File: src/rtl/rnp_pkg.sv
package rnp_pkg;
    localparam int CFG_W = 5;

    typedef struct packed {
        logic pull_on;
        logic pull_up;
        logic irq_en;
        logic edge_fall;
        logic nmi_mode;
    } rnp_cfg_t;

    localparam rnp_cfg_t CFG_DEFAULT = '{pull_on: 1'b1, pull_up: 1'b1,
                                         irq_en: 1'b0, edge_fall: 1'b0,
                                         nmi_mode: 1'b0};

    typedef enum logic [1:0] {
        FLT_IDLE,
        FLT_QUAL,
        FLT_HOLD
    } flt_state_t;

    typedef enum logic {
        EDG_LOW,
        EDG_HIGH
    } edg_state_t;
endpackage

File: src/rtl/rnp_sync.sv
module rnp_sync #(
    parameter int STAGES = 2
) (
    input  logic clk,
    input  logic por_n,
    input  logic d_async,
    output logic q_sync
);
    logic [STAGES-1:0] chain_q;

    always_ff @(posedge clk or negedge por_n) begin
        if (!por_n) chain_q <= '1;
        else        chain_q <= {chain_q[STAGES-2:0], d_async};
    end

    assign q_sync = chain_q[STAGES-1];
endmodule

File: src/rtl/rnp_cfg.sv
module rnp_cfg
    import rnp_pkg::*;
(
    input  logic     clk,
    input  logic     por_n,
    input  logic     wr_en,
    input  rnp_cfg_t wr_word,
    output rnp_cfg_t cfg_q,
    output logic     cfg_change
);
    always_ff @(posedge clk or negedge por_n) begin
        if (!por_n)     cfg_q <= CFG_DEFAULT;
        else if (wr_en) cfg_q <= wr_word;
    end

    always_comb begin
        cfg_change = wr_en && ((wr_word.nmi_mode != cfg_q.nmi_mode) ||
                               (wr_word.edge_fall != cfg_q.edge_fall));
    end
endmodule

File: src/rtl/rnp_filter.sv
module rnp_filter
    import rnp_pkg::*;
#(
    parameter int FILTER_CYCLES = 32
) (
    input  logic clk,
    input  logic por_n,
    input  logic pin_s,
    input  logic nmi_mode,
    output logic rst_req
);
    localparam int CNT_W = $clog2(FILTER_CYCLES + 1);
    localparam logic [CNT_W-1:0] LAST = CNT_W'(FILTER_CYCLES - 1);

    flt_state_t       state_q, state_n;
    logic [CNT_W-1:0] cnt_q, cnt_n;
    logic             leave;

    always_ff @(posedge clk or negedge por_n) begin
        if (!por_n) begin
            state_q <= FLT_IDLE;
            cnt_q   <= '0;
        end else begin
            state_q <= state_n;
            cnt_q   <= cnt_n;
        end
    end

    always_comb begin
        leave   = nmi_mode || pin_s;
        state_n = state_q;
        cnt_n   = cnt_q;
        unique case (state_q)
            FLT_IDLE: begin
                if (!leave) begin
                    state_n = FLT_QUAL;
                    cnt_n   = CNT_W'(1);
                end
            end
            FLT_QUAL: begin
                if (leave) begin
                    state_n = FLT_IDLE;
                    cnt_n   = '0;
                end else if (cnt_q == LAST) begin
                    state_n = FLT_HOLD;
                end else begin
                    cnt_n = cnt_q + CNT_W'(1);
                end
            end
            FLT_HOLD: begin
                if (leave) begin
                    state_n = FLT_IDLE;
                    cnt_n   = '0;
                end
            end
            default: begin
                state_n = FLT_IDLE;
                cnt_n   = '0;
            end
        endcase
    end

    always_comb begin
        rst_req = (state_q == FLT_HOLD);
    end
endmodule

File: src/rtl/rnp_nmi_edge.sv
module rnp_nmi_edge
    import rnp_pkg::*;
(
    input  logic clk,
    input  logic por_n,
    input  logic pin_s,
    input  logic nmi_mode,
    input  logic edge_fall,
    input  logic cfg_change,
    input  logic flag_clr,
    output logic flag_q
);
    edg_state_t state_q, state_n;
    logic       rise, fall, hit;

    always_ff @(posedge clk or negedge por_n) begin
        if (!por_n) begin
            state_q <= EDG_HIGH;
            flag_q  <= 1'b0;
        end else begin
            state_q <= state_n;
            flag_q  <= hit || (flag_q && !flag_clr);
        end
    end

    always_comb begin
        rise    = 1'b0;
        fall    = 1'b0;
        state_n = state_q;
        unique case (state_q)
            EDG_LOW: begin
                if (pin_s) begin
                    state_n = EDG_HIGH;
                    rise    = 1'b1;
                end
            end
            EDG_HIGH: begin
                if (!pin_s) begin
                    state_n = EDG_LOW;
                    fall    = 1'b1;
                end
            end
            default: state_n = EDG_HIGH;
        endcase
        hit = nmi_mode && !cfg_change && (edge_fall ? fall : rise);
    end
endmodule

File: src/rtl/rnp_pin_ctrl.sv
module rnp_pin_ctrl
    import rnp_pkg::*;
#(
    parameter int FILTER_CYCLES = 32,
    parameter int SYNC_STAGES   = 2
) (
    input  logic             clk,
    input  logic             por_n,
    input  logic             pin_raw,
    input  logic             reg_we,
    input  logic [CFG_W-1:0] reg_wdata,
    input  logic             flag_clr,
    output logic [CFG_W:0]   reg_rdata,
    output logic             rst_req,
    output logic             nmi_flag,
    output logic             nmi_irq,
    output logic             pull_up_sel,
    output logic             pull_enable
);
    logic     pin_s;
    logic     cfg_change;
    rnp_cfg_t cfg_q;

    rnp_sync #(.STAGES(SYNC_STAGES)) u_sync (
        .clk(clk), .por_n(por_n), .d_async(pin_raw), .q_sync(pin_s)
    );

    rnp_cfg u_cfg (
        .clk(clk), .por_n(por_n), .wr_en(reg_we), .wr_word(rnp_cfg_t'(reg_wdata)),
        .cfg_q(cfg_q), .cfg_change(cfg_change)
    );

    rnp_filter #(.FILTER_CYCLES(FILTER_CYCLES)) u_filter (
        .clk(clk), .por_n(por_n), .pin_s(pin_s), .nmi_mode(cfg_q.nmi_mode),
        .rst_req(rst_req)
    );

    rnp_nmi_edge u_edge (
        .clk(clk), .por_n(por_n), .pin_s(pin_s), .nmi_mode(cfg_q.nmi_mode),
        .edge_fall(cfg_q.edge_fall), .cfg_change(cfg_change),
        .flag_clr(flag_clr), .flag_q(nmi_flag)
    );

    always_comb begin
        nmi_irq     = nmi_flag && cfg_q.irq_en;
        pull_up_sel = cfg_q.pull_up;
        pull_enable = cfg_q.pull_on;
        reg_rdata   = {nmi_flag, cfg_q};
    end
endmodule

File: config.mk
export PLATFORM = sky130hd
export DESIGN_NAME = rnp_pin_ctrl
export DESIGN_NICKNAME = d
export VERILOG_FILES = /design/src/rtl/rnp_pkg.sv /design/src/rtl/rnp_sync.sv /design/src/rtl/rnp_cfg.sv /design/src/rtl/rnp_filter.sv /design/src/rtl/rnp_nmi_edge.sv /design/src/rtl/rnp_pin_ctrl.sv
export SDC_FILE = /design/constraint.sdc
export NUM_CORES = 1
export LEC_CHECK = 0
export BUFFER_PORTS_ARGS = -buffer_cell sky130_fd_sc_hd__buf_4
export CAP_MARGIN = 40
export CORE_MARGIN = 5
export CORE_UTILIZATION = 50
export CTS_BUF_LIST = sky130_fd_sc_hd__clkbuf_8
export CTS_CLUSTER_DIAMETER = 60
export DETAILED_ROUTE_END_ITERATION = 12
export GPL_TIMING_DRIVEN = 0
export PLACE_DENSITY = 0.75
export SETUP_SLACK_MARGIN = 0.15
export SLEW_MARGIN = 40
export SYNTH_ARGS = -nofsm -noshare
export SYNTH_HDL_FRONTEND = slang
export SYNTH_SLANG_ARGS = --single-unit
File: constraint.sdc
create_clock -name clk -period 2.6 [get_ports clk]
set_clock_uncertainty 0.05 [all_clocks]
set_input_delay 0.52 -clock clk [delete_from_list [all_inputs] [get_ports clk]]
set_output_delay 0.52 -clock clk [all_outputs]
set_load 0.02 [all_outputs]
=== Word level (Yosys, flattened, before mapping) ===
Index checks and enable logic that the tools add are counted.
W data, S select, Z words.

* Add/subtract/negate cells: 1
* Reductions and logical operators: 13
* Mux-type cells: 15
* Eq/ne operators: 9

{| class="wikitable"
|+ Operators with widths
! kind !! number
|-
| $mux W6 || 4
|-
| $pmux W6 S3 || 1
|-
| $mux W2 || 4
|-
| $add A6 B1 Y6 const B || 1
|-
| $eq A6 B5 Y1 const B || 1
|-
| $pmux W2 S3 || 1
|-
| $reduce_and A3 Y1 || 2
|-
| $logic_and A1 B1 Y1 || 5
|-
| $mux W1 || 5
|-
| $logic_or A1 B1 Y1 || 3
|-
| $ne A3 B1 Y1 const B || 1
|-
| $ne A3 B2 Y1 const B || 1
|-
| $eq A2 B1 Y1 const B || 1
|-
| $eq A2 B2 Y1 const B || 1
|-
| $logic_not A1 Y1 || 2
|-
| $logic_not A2 Y1 || 1
|-
| $ne A1 B1 Y1 || 2
|-
| $ne A2 B1 Y1 const B || 1
|-
| $ne A2 B2 Y1 const B || 1
|}

* Word-level logic and storage cells: 48
* Output and inout port bits: 11
* Register bits: 17
* Input bits: 10

=== Logic depth before layout (Yosys ltp) ===
Gate-level depths: netlist of the first run.

* Word-level depth: 7
* Gate-level depth with buffers: 5
* Depth with buffers taken out: 5

=== Modules after synthesis ===
From an unflattened synthesis of the first run, not the netlist that was laid out.

* Cell total of the unflattened synthesis: 83
* Area, all modules: 875.8 um^2

{| class="wikitable"
|+ Modules (own cells, without submodules)
! module !! cells an instance !! instances !! area an instance (um^2) !! sequential area each (um^2)
|-
| rnp_filter || 56 || 1 || 493.0 || 200.2
|-
| rnp_cfg || 13 || 1 || 209.0 || 127.6
|-
| rnp_nmi_edge || 8 || 1 || 92.6 || 51.3
|-
| rnp_sync || 2 || 1 || 52.6 || 52.6
|-
| rnp_pin_ctrl || 4 || 1 || 28.8 || 0.0
|}

=== Least setup slack after synthesis of the first run ===
OpenSTA, ideal clock, no wires.

* Kind: input port to flip-flop
* Start: input port reg_we
* End: register u_edge.flag_q
* Path slack: 1112 ps
* Arrival: 1371 ps
* Library setup time: 67 ps
* Data required time: 2483 ps
* Stages: 5
* Buffers on the path: 1
* Path through: buf_6 nand2b_4 a2111oi_2 a31o_1 a32o_1

* Longest elaborated chain between the ends: 5

{| class="wikitable"
|+ RTL lines
! element !! line !! text
|-
| start, declared || rnp_pin_ctrl.sv:10 || <nowiki>input logic reg_we,</nowiki>
|-
| $logic_and A1 B1 Y1 || rnp_cfg.sv:17 || <nowiki>cfg_change = wr_en && ((wr_word.nmi_mode != cfg_q.nmi_mode) ||</nowiki>
|-
| $logic_not A1 Y1 || rnp_nmi_edge.sv:45 || <nowiki>hit = nmi_mode && !cfg_change && (edge_fall ? fall : rise);</nowiki>
|-
| $logic_and A1 B1 Y1 (2 in a row) || rnp_nmi_edge.sv:45 ||
|-
| $logic_or A1 B1 Y1 || rnp_nmi_edge.sv:22 || <nowiki>flag_q <= hit || (flag_q && !flag_clr);</nowiki>
|-
| end signal, assigned || rnp_nmi_edge.sv:22 ||
|-
| end, declared || rnp_nmi_edge.sv:11 || <nowiki>output logic flag_q</nowiki>
|}

No other way between the ends.
A chain may end at the register's enable or synchronous reset.

=== Final worst setup path of the first run ===
* Start: register u_filter.state_q[1]
* End: output port rst_req

* Longest elaborated chain between the ends: 1

{| class="wikitable"
|+ RTL lines
! element !! line !! text
|-
| start, declared || rnp_filter.sv:15 || <nowiki>flt_state_t state_q, state_n;</nowiki>
|-
| start signal, assigned || rnp_filter.sv:24 || <nowiki>state_q <= state_n;</nowiki>
|-
| $eq A2 B2 Y1 || rnp_filter.sv:64 || <nowiki>rst_req = (state_q == FLT_HOLD);</nowiki>
|-
| end, declared || rnp_pin_ctrl.sv:14 || <nowiki>output logic rst_req,</nowiki>
|}

No other way between the ends.

==> impl_metrics.json, run 1 <==
{
  "crit_path_max_fanout": 6,
  "synth_compound_area_frac": 0.1588,
  "layout-drive-gt1-share": 0.4074,
  "path_buf_inv": 1,
  "combPwrFrac": 0.203,
  "ys.flop_type": "dfrtp_1",
  "finalCoreUtilization": 0.6493,
  "period_share": 0.6457,
  "netSwitchingPower_mw": 0.1693,
  "finalHoldViolCount": 0,
  "core_area_sq_um": 1727,
  "relSlewSlack": 0.6635,
  "ios": 21,
  "critPathRequiredTime_ps": 2030,
  "crit_path_top_delay_cell": "dfrtp_1",
  "grt_pass1_wl_mm": 2.980,
  "cts_buffer_depth": 2,
  "drtAntennaViolNets": 0,
  "path_class": "reg2out",
  "hold_class": "in2async",
  "cts_setup_buffers": 0,
  "syn-num-nets": 96,
  "setup_tns_ps": 0,
  "portBuffers": 19,
  "layout_common_cells": "24 x buf_4, 12 x dfrtp_1, 9 x nand2_1",
  "nNetsFinal": 120,
  "netlist_top_cells_area": "dfrtp_1 33%, dfstp_2 15%, buf_4 4.2%",
  "route.met3.wl_um": 118,
  "drt_iter0_drc": 13,
  "die_area_sq_um": 2744,
  "slew_violations": 0,
  "crit_path_max_incr_delay_ps": 480,
  "first_global_vias": 707,
  "final_common_cell": "buf_4",
  "max_freq_ghz": 0.5956,
  "antenna_found_initial": 0,
  "worstPathArrival_ps": 1110,
  "synth_edf_count": 0,
  "leakagePower_nw": 0.5064,
  "end_kind": "output port",
  "cp-start-kind": "flop",
  "clk_pin_slew_ps": 70,
  "synth.avg_cell_area_sq_um": 10.57,
  "yosys.area.top_type": "dfrtp_1",
  "cts_buffers": 3,
  "vias": 710,
  "status": "completed",
  "place_area_sq_um": 1072,
  "die_y_um": 52.39,
  "internal_power_mw": 0.4591,
  "wl_met2_um": 957,
  "synthArstFlopShare": 1.000,
  "synth_xor_xnor_area_share": 0.009749,
  "rsz0062_at_grt": "false",
  "ir_drop_mv": 0.4072,
  "numClockSinks": 17,
  "clkLatencyLatePin_ps": 250,
  "wl_met1_um": 678,
  "floorplan.initialDensity": 0.5203,
  "cts_resized": 0,
  "syn_inst": 85,
  "synth.top_cell.area_share": 0.3343,
  "synth_fa_ha_area_frac": 0.01393,
  "pwr-share-clk": 0.311,
  "grt_max_degree": 18,
  "design_area_sq_um": 1121,
  "rows": 15,
  "pwr-share-seq": 0.486,
  "grtUsageTotal": 0.1489,
  "cp_top_family": "flip-flops",
  "path_cells": "nor2b_1, buf_4",
  "cts_tree": "yes",
  "synth-simple-area-share": 0.2103,
  "synth_area_sq_um": 898.4,
  "synth_top_family_by_area": "simple AND/OR/NAND/NOR gates",
  "clockRootBuffer": "clkbuf_8",
  "place_congestion": 0.7847,
  "holdBufCountCts": 0,
  "finalSetupViolCount": 0,
  "worst_pin_slew_ps": 502.6,
  "viasPerCell": 5.338,
  "synth.mux.area_fraction": 0.03760,
  "highest_layer": "met4",
  "h-tree-depth": 1,
  "fin_crit_ps": 1679,
  "area_growth_pct": 24.79,
  "fp.dieW_um": 52.39,
  "drv_cap": 0,
  "power_density_nw_per_um2": 560.6,
  "routedWlPerCell_um": 13.27,
  "swShare": 0.2694,
  "synth-seq-cells": 17,
  "dr.pass1.iters": 4,
  "overflow": 0,
  "synth_cell_types": 36,
  "drc": 0,
  "ys_warn_count": 0,
  "ys_seq_area_frac": 0.4805,
  "drt_wl_total_mm": 1.765,
  "dp.final_hpwl_mm": 1.372,
  "n_antenna_cell": 0
}
-- metal layers --
layer,vias to the layer above,global-route usage
li1,343,-
met3,2,0.07123
met1,335,0.1625
met2,30,0.2541
met4,0,0.04255
met5,-,0
-- cells by family after synthesis --
kind of cell    count (synthesis)
compound gates                 21
xor+xnor                        1
fa+ha+maj                       1
buf+inv                        12
flops                          17
mux                             3
simple gates                   30
-- sequential cells by signal, summed over array words and instances, names as in the netlist --
name,flops
u_edge.flag_q,1
u_filter.cnt_q,6
u_cfg.cfg_q,5
u_sync.chain_q,2
u_filter.state_q,2
u_edge.state_q,1
-- metrics by stage --
stage	power [mW]	std cells	setup WS [ps]	hold WS [ps]
after floorplan	0.3887	85	1112	174.4
after global placement	0.4334	129	1023	296.4
after detailed placement	0.4391	129	987.5	297.6
after CTS	0.6380	133	922.2	69.26
after global routing	0.6656	133	850.8	67.20
final	0.6285	133	921.1	64.47
-- final cells by class --
class / count / area, sq um
Sequential cell: 17 / 431.7
Clock buffer: 3 / 41.29
Tap cell: 25 / 31.28
Multi-Input combinational cell: 56 / 386.6
Inverter: 4 / 15.01
Fill cell: 151 / 605.6
Timing Repair Buffer: 19 / 142.6
Buffer: 8 / 65.06
Clock inverter: 1 / 7.507
-- Yosys cell counts, types with 2 or more instances --
master / instances
a21oi_1: 7
buf_4: 5
buf_6: 2
dfrtp_1: 12
dfstp_2: 5
inv_1: 4
mux2_2: 3
nand2_1: 9
nor2_1: 6
nor2b_1: 2
nor3_1: 3
o21ai_0: 3
-- power by group through the flow --
stage	registers (mW)	logic (mW)	clock network [mW]
floorplan	0.313	0.0755	0
global placement	0.308	0.125	0
CTS	0.305	0.129	0.203
global route	0.309	0.139	0.218
detailed placement	0.310	0.129	0
finish	0.306	0.127	0.196
-- path summary, 6_finish.rpt --
| path | from | to | slack [ps] | depth (start not counted) |
|---|---|---|---|---|
| worst max-delay path | u_filter.state_q[1]$_DFFE_PN0P_ | rst_req | 920 | 2 |
| worst min-delay path | por_n | u_filter.cnt_q[4]$_DFFE_PN0P_ | 60 | 1 |
| worst max register to register | u_filter.cnt_q[0]$_DFFE_PN0P_ | u_filter.cnt_q[0]$_DFFE_PN0P_ | 980 | 5 |
| worst min register to register | u_sync.chain_q[0]$_DFF_PN1_ | u_sync.chain_q[1]$_DFF_PN1_ | 310 | 0 |
| max in group asynchronous | por_n | u_edge.state_q$_DFF_PN1_ | 2190 | 1 |
| min in group clk | u_sync.chain_q[0]$_DFF_PN1_ | u_sync.chain_q[1]$_DFF_PN1_ | 310 | 0 |
Note: power is estimated with default switching activity, not from simulation.
==> run 2, diff against run 1 <==
- CORE_UTILIZATION: 50 -> 49
- PLACE_DENSITY: 0.75 -> 0.77
- clock period: 2.6 -> 1.5 ns (I/O delays scaled with it)
==> run 2 against run 1 <==
Net effect:
- routed wire length grew 9.5%
- non-clock buffer count grew 13
- sequential power grew 74%
- sequential share of layout area shrank 5.4 points
- total power grew 89%
- die area grew 1.7%
- sequential cell count is the same
- final cell count grew 9.8%
- setup slack lost 790 ps
- critical path type unchanged
==> impl_metrics.json, run 2 (synthesized netlist as in run 1, its figures left out) <==
{
  "critPathRequiredTime_ps": 1150,
  "whs_endpoint": "u_sync.chain_q[0]$_DFF_PN1_",
  "cts_tree": "yes",
  "fin_crit_ps": 1364,
  "grtUsageTotal": 0.1475,
  "largest_reg_flops": 6,
  "status": "completed",
  "path_cells": "buf_6, buf_6",
  "nNetsFinal": 133,
  "leakagePower_nw": 0.6012,
  "r2r-end": "u_filter.cnt_q[0]$_DFFE_PN0P_",
  "hold_depth": 1,
  "largest_register": "u_filter.cnt_q",
  "max_freq_ghz": 0.7331,
  "worstPathArrival_ps": 1010,
  "period_share": 0.9093,
  "dr.pass1.iters": 5,
  "die_area_sq_um": 2790,
  "clk_pin_slew_ps": 70,
  "relSlewSlack": 0.7855,
  "vias": 752,
  "portBuffers": 19,
  "finalHoldViolCount": 0,
  "top_regs": "u_filter.cnt_q: 6 flops, u_cfg.cfg_q: 5 flops",
  "hold_class": "in2reg",
  "grt_max_degree": 18,
  "area_growth_pct": 46.66,
  "ios": 21,
  "core_area_sq_um": 1727,
  "drt_iter0_drc": 7,
  "layout_common_cells": "28 x buf_4, 10 x buf_6, 8 x nand2_1, 8 x dfrtp_1, 7 x a21oi_1",
  "end_kind": "output port",
  "finalSetupViolCount": 0,
  "die_y_um": 52.82,
  "drt_wl_total_mm": 1.932,
  "slew_violations": 0,
  "dp.final_hpwl_mm": 1.209,
  "grt_use_met3": 0.03704,
  "h-tree-depth": 1,
  "first_global_vias": 708,
  "drc": 0,
  "clkLatencyLatePin_ps": 260,
  "fillCellCount": 121,
  "reg2reg_slack_ps": 160,
  "drv_cap": 0,
  "floorplan.initialDensity": 0.5203,
  "final_common_cell": "buf_4",
  "routedWlPerCell_um": 13.23,
  "hold_start": "pin_raw",
  "grt_busiest_layer": "met2",
  "rsz0062_at_grt": "true",
  "path_class": "reg2out",
  "cts_buffer_depth": 2,
  "worst_pin_slew_ps": 320.0,
  "rows": 15,
  "path_common_cell": "buf_6",
  "p_total_mw": 1.189,
  "crit_path_max_fanout": 3,
  "fp.dieW_um": 52.82,
  "drtAntennaViolNets": 0,
  "clockRootBuffer": "clkbuf_8",
  "viasPerCell": 5.151,
  "timing.rr.start": "u_filter.cnt_q[0]$_DFFE_PN0P_",
  "layout-drive-gt1-share": 0.5372,
  "numClockSinks": 17,
  "crit_path_max_incr_delay_ps": 560,
  "grt_use_met2": 0.2314,
  "cts_buffers": 3,
  "setup_ws_ps": 136.0,
  "place_congestion": 0.8299,
  "grt_pass1_wl_mm": 3.029,
  "power_density_nw_per_um2": 902.4,
  "reg2regPathDepth": 5,
  "cp-start-kind": "flop",
  "ir_drop_mv": 0.6623,
  "overflow": 0,
  "crit_path_top_delay_cell": "dfstp_2",
  "antenna_found_initial": 0,
  "holdWs_ps": 92.56,
  "post-place-ws_ps": -28.13,
  "grt_use_met1": 0.1901,
  "n_antenna_cell": 0
}
==> run 2: area by class of cell <==
| type | count | area, sq um | area share |
|---|---|---|---|
| tap | 25 | 31.28 | 0.02374 |
| inverter | 4 | 17.52 | 0.01330 |
| buffer | 8 | 82.58 | 0.06268 |
| clock buffer | 3 | 41.29 | 0.03134 |
| sequential | 17 | 436.7 | 0.3314 |
| multi-input combinational | 56 | 437.9 | 0.3324 |
| clock inverter | 1 | 5.005 | 0.003799 |
| timing repair buffer | 32 | 265.3 | 0.2013 |
==> run 2: where the power goes <==
| group | switching (mW) | leakage [nW] | internal [mW] |
|---|---|---|---|
| logic | 0.133 | 0.371 | 0.165 |
| clock network | 0.174 | 0.0255 | 0.185 |
| registers | 0.0335 | 0.204 | 0.498 |
==> run 2: worst max-delay path, delay by kind of cell (launching register included) <==
family,cells,cell delay (ps)
flops,1,560
buf+inv,2,190
==> run 2: worst max-delay path by stage <==
stage | slack, ps | startpoint | end
floorplan | 110 | u_filter.cnt_q[0]$_DFFE_PN0P_ | u_filter.cnt_q[0]$_DFFE_PN0P_
global placement | -10 | u_filter.cnt_q[0]$_DFFE_PN0P_ | u_filter.cnt_q[0]$_DFFE_PN0P_
detailed placement | -30 | u_filter.cnt_q[0]$_DFFE_PN0P_ | u_filter.cnt_q[0]$_DFFE_PN0P_
CTS | 120 | u_filter.state_q[0]$_DFFE_PN0P_ | rst_req
global route | 70 | u_cfg.cfg_q[0]$_DFFE_PN0P_ | u_filter.cnt_q[1]$_DFFE_PN0P_
finish | 140 | u_cfg.cfg_q[3]$_DFFE_PN1P_ | reg_rdata[3]
==> run 2: what timing repair did <==
action                     4_1_cts  5_1_grt
hold endpoints to repair        12        0
setup endpoints to repair       11       13
buffers inserted                 5        7
pin swaps                        3        7
hold buffers                     1        0
resized for setup               14        7
==> run 2: stage by stage <==
| step | TNS (ps) | cells | area, sq um | utilization |
|---|---|---|---|---|
| floorplan | 0 | 85 | 920.9 | - |
| global placement | -14.83 | 129 | 1095 | 0.6341 |
| global route | 0 | 146 | 1318 | 0.7630 |
| finish | 0 | 146 | 1318 | 0.7630 |
| detailed placement | -43.34 | 129 | 1095 | 0.6341 |
| CTS | 0 | 139 | 1239 | 0.7174 |
==> run 2: routing by layer <==
layer  vias up  share of wire
met5         -              0
met3         3          0.021
met2        12           0.53
met4         0          0.013
li1        371              -
met1       366           0.43
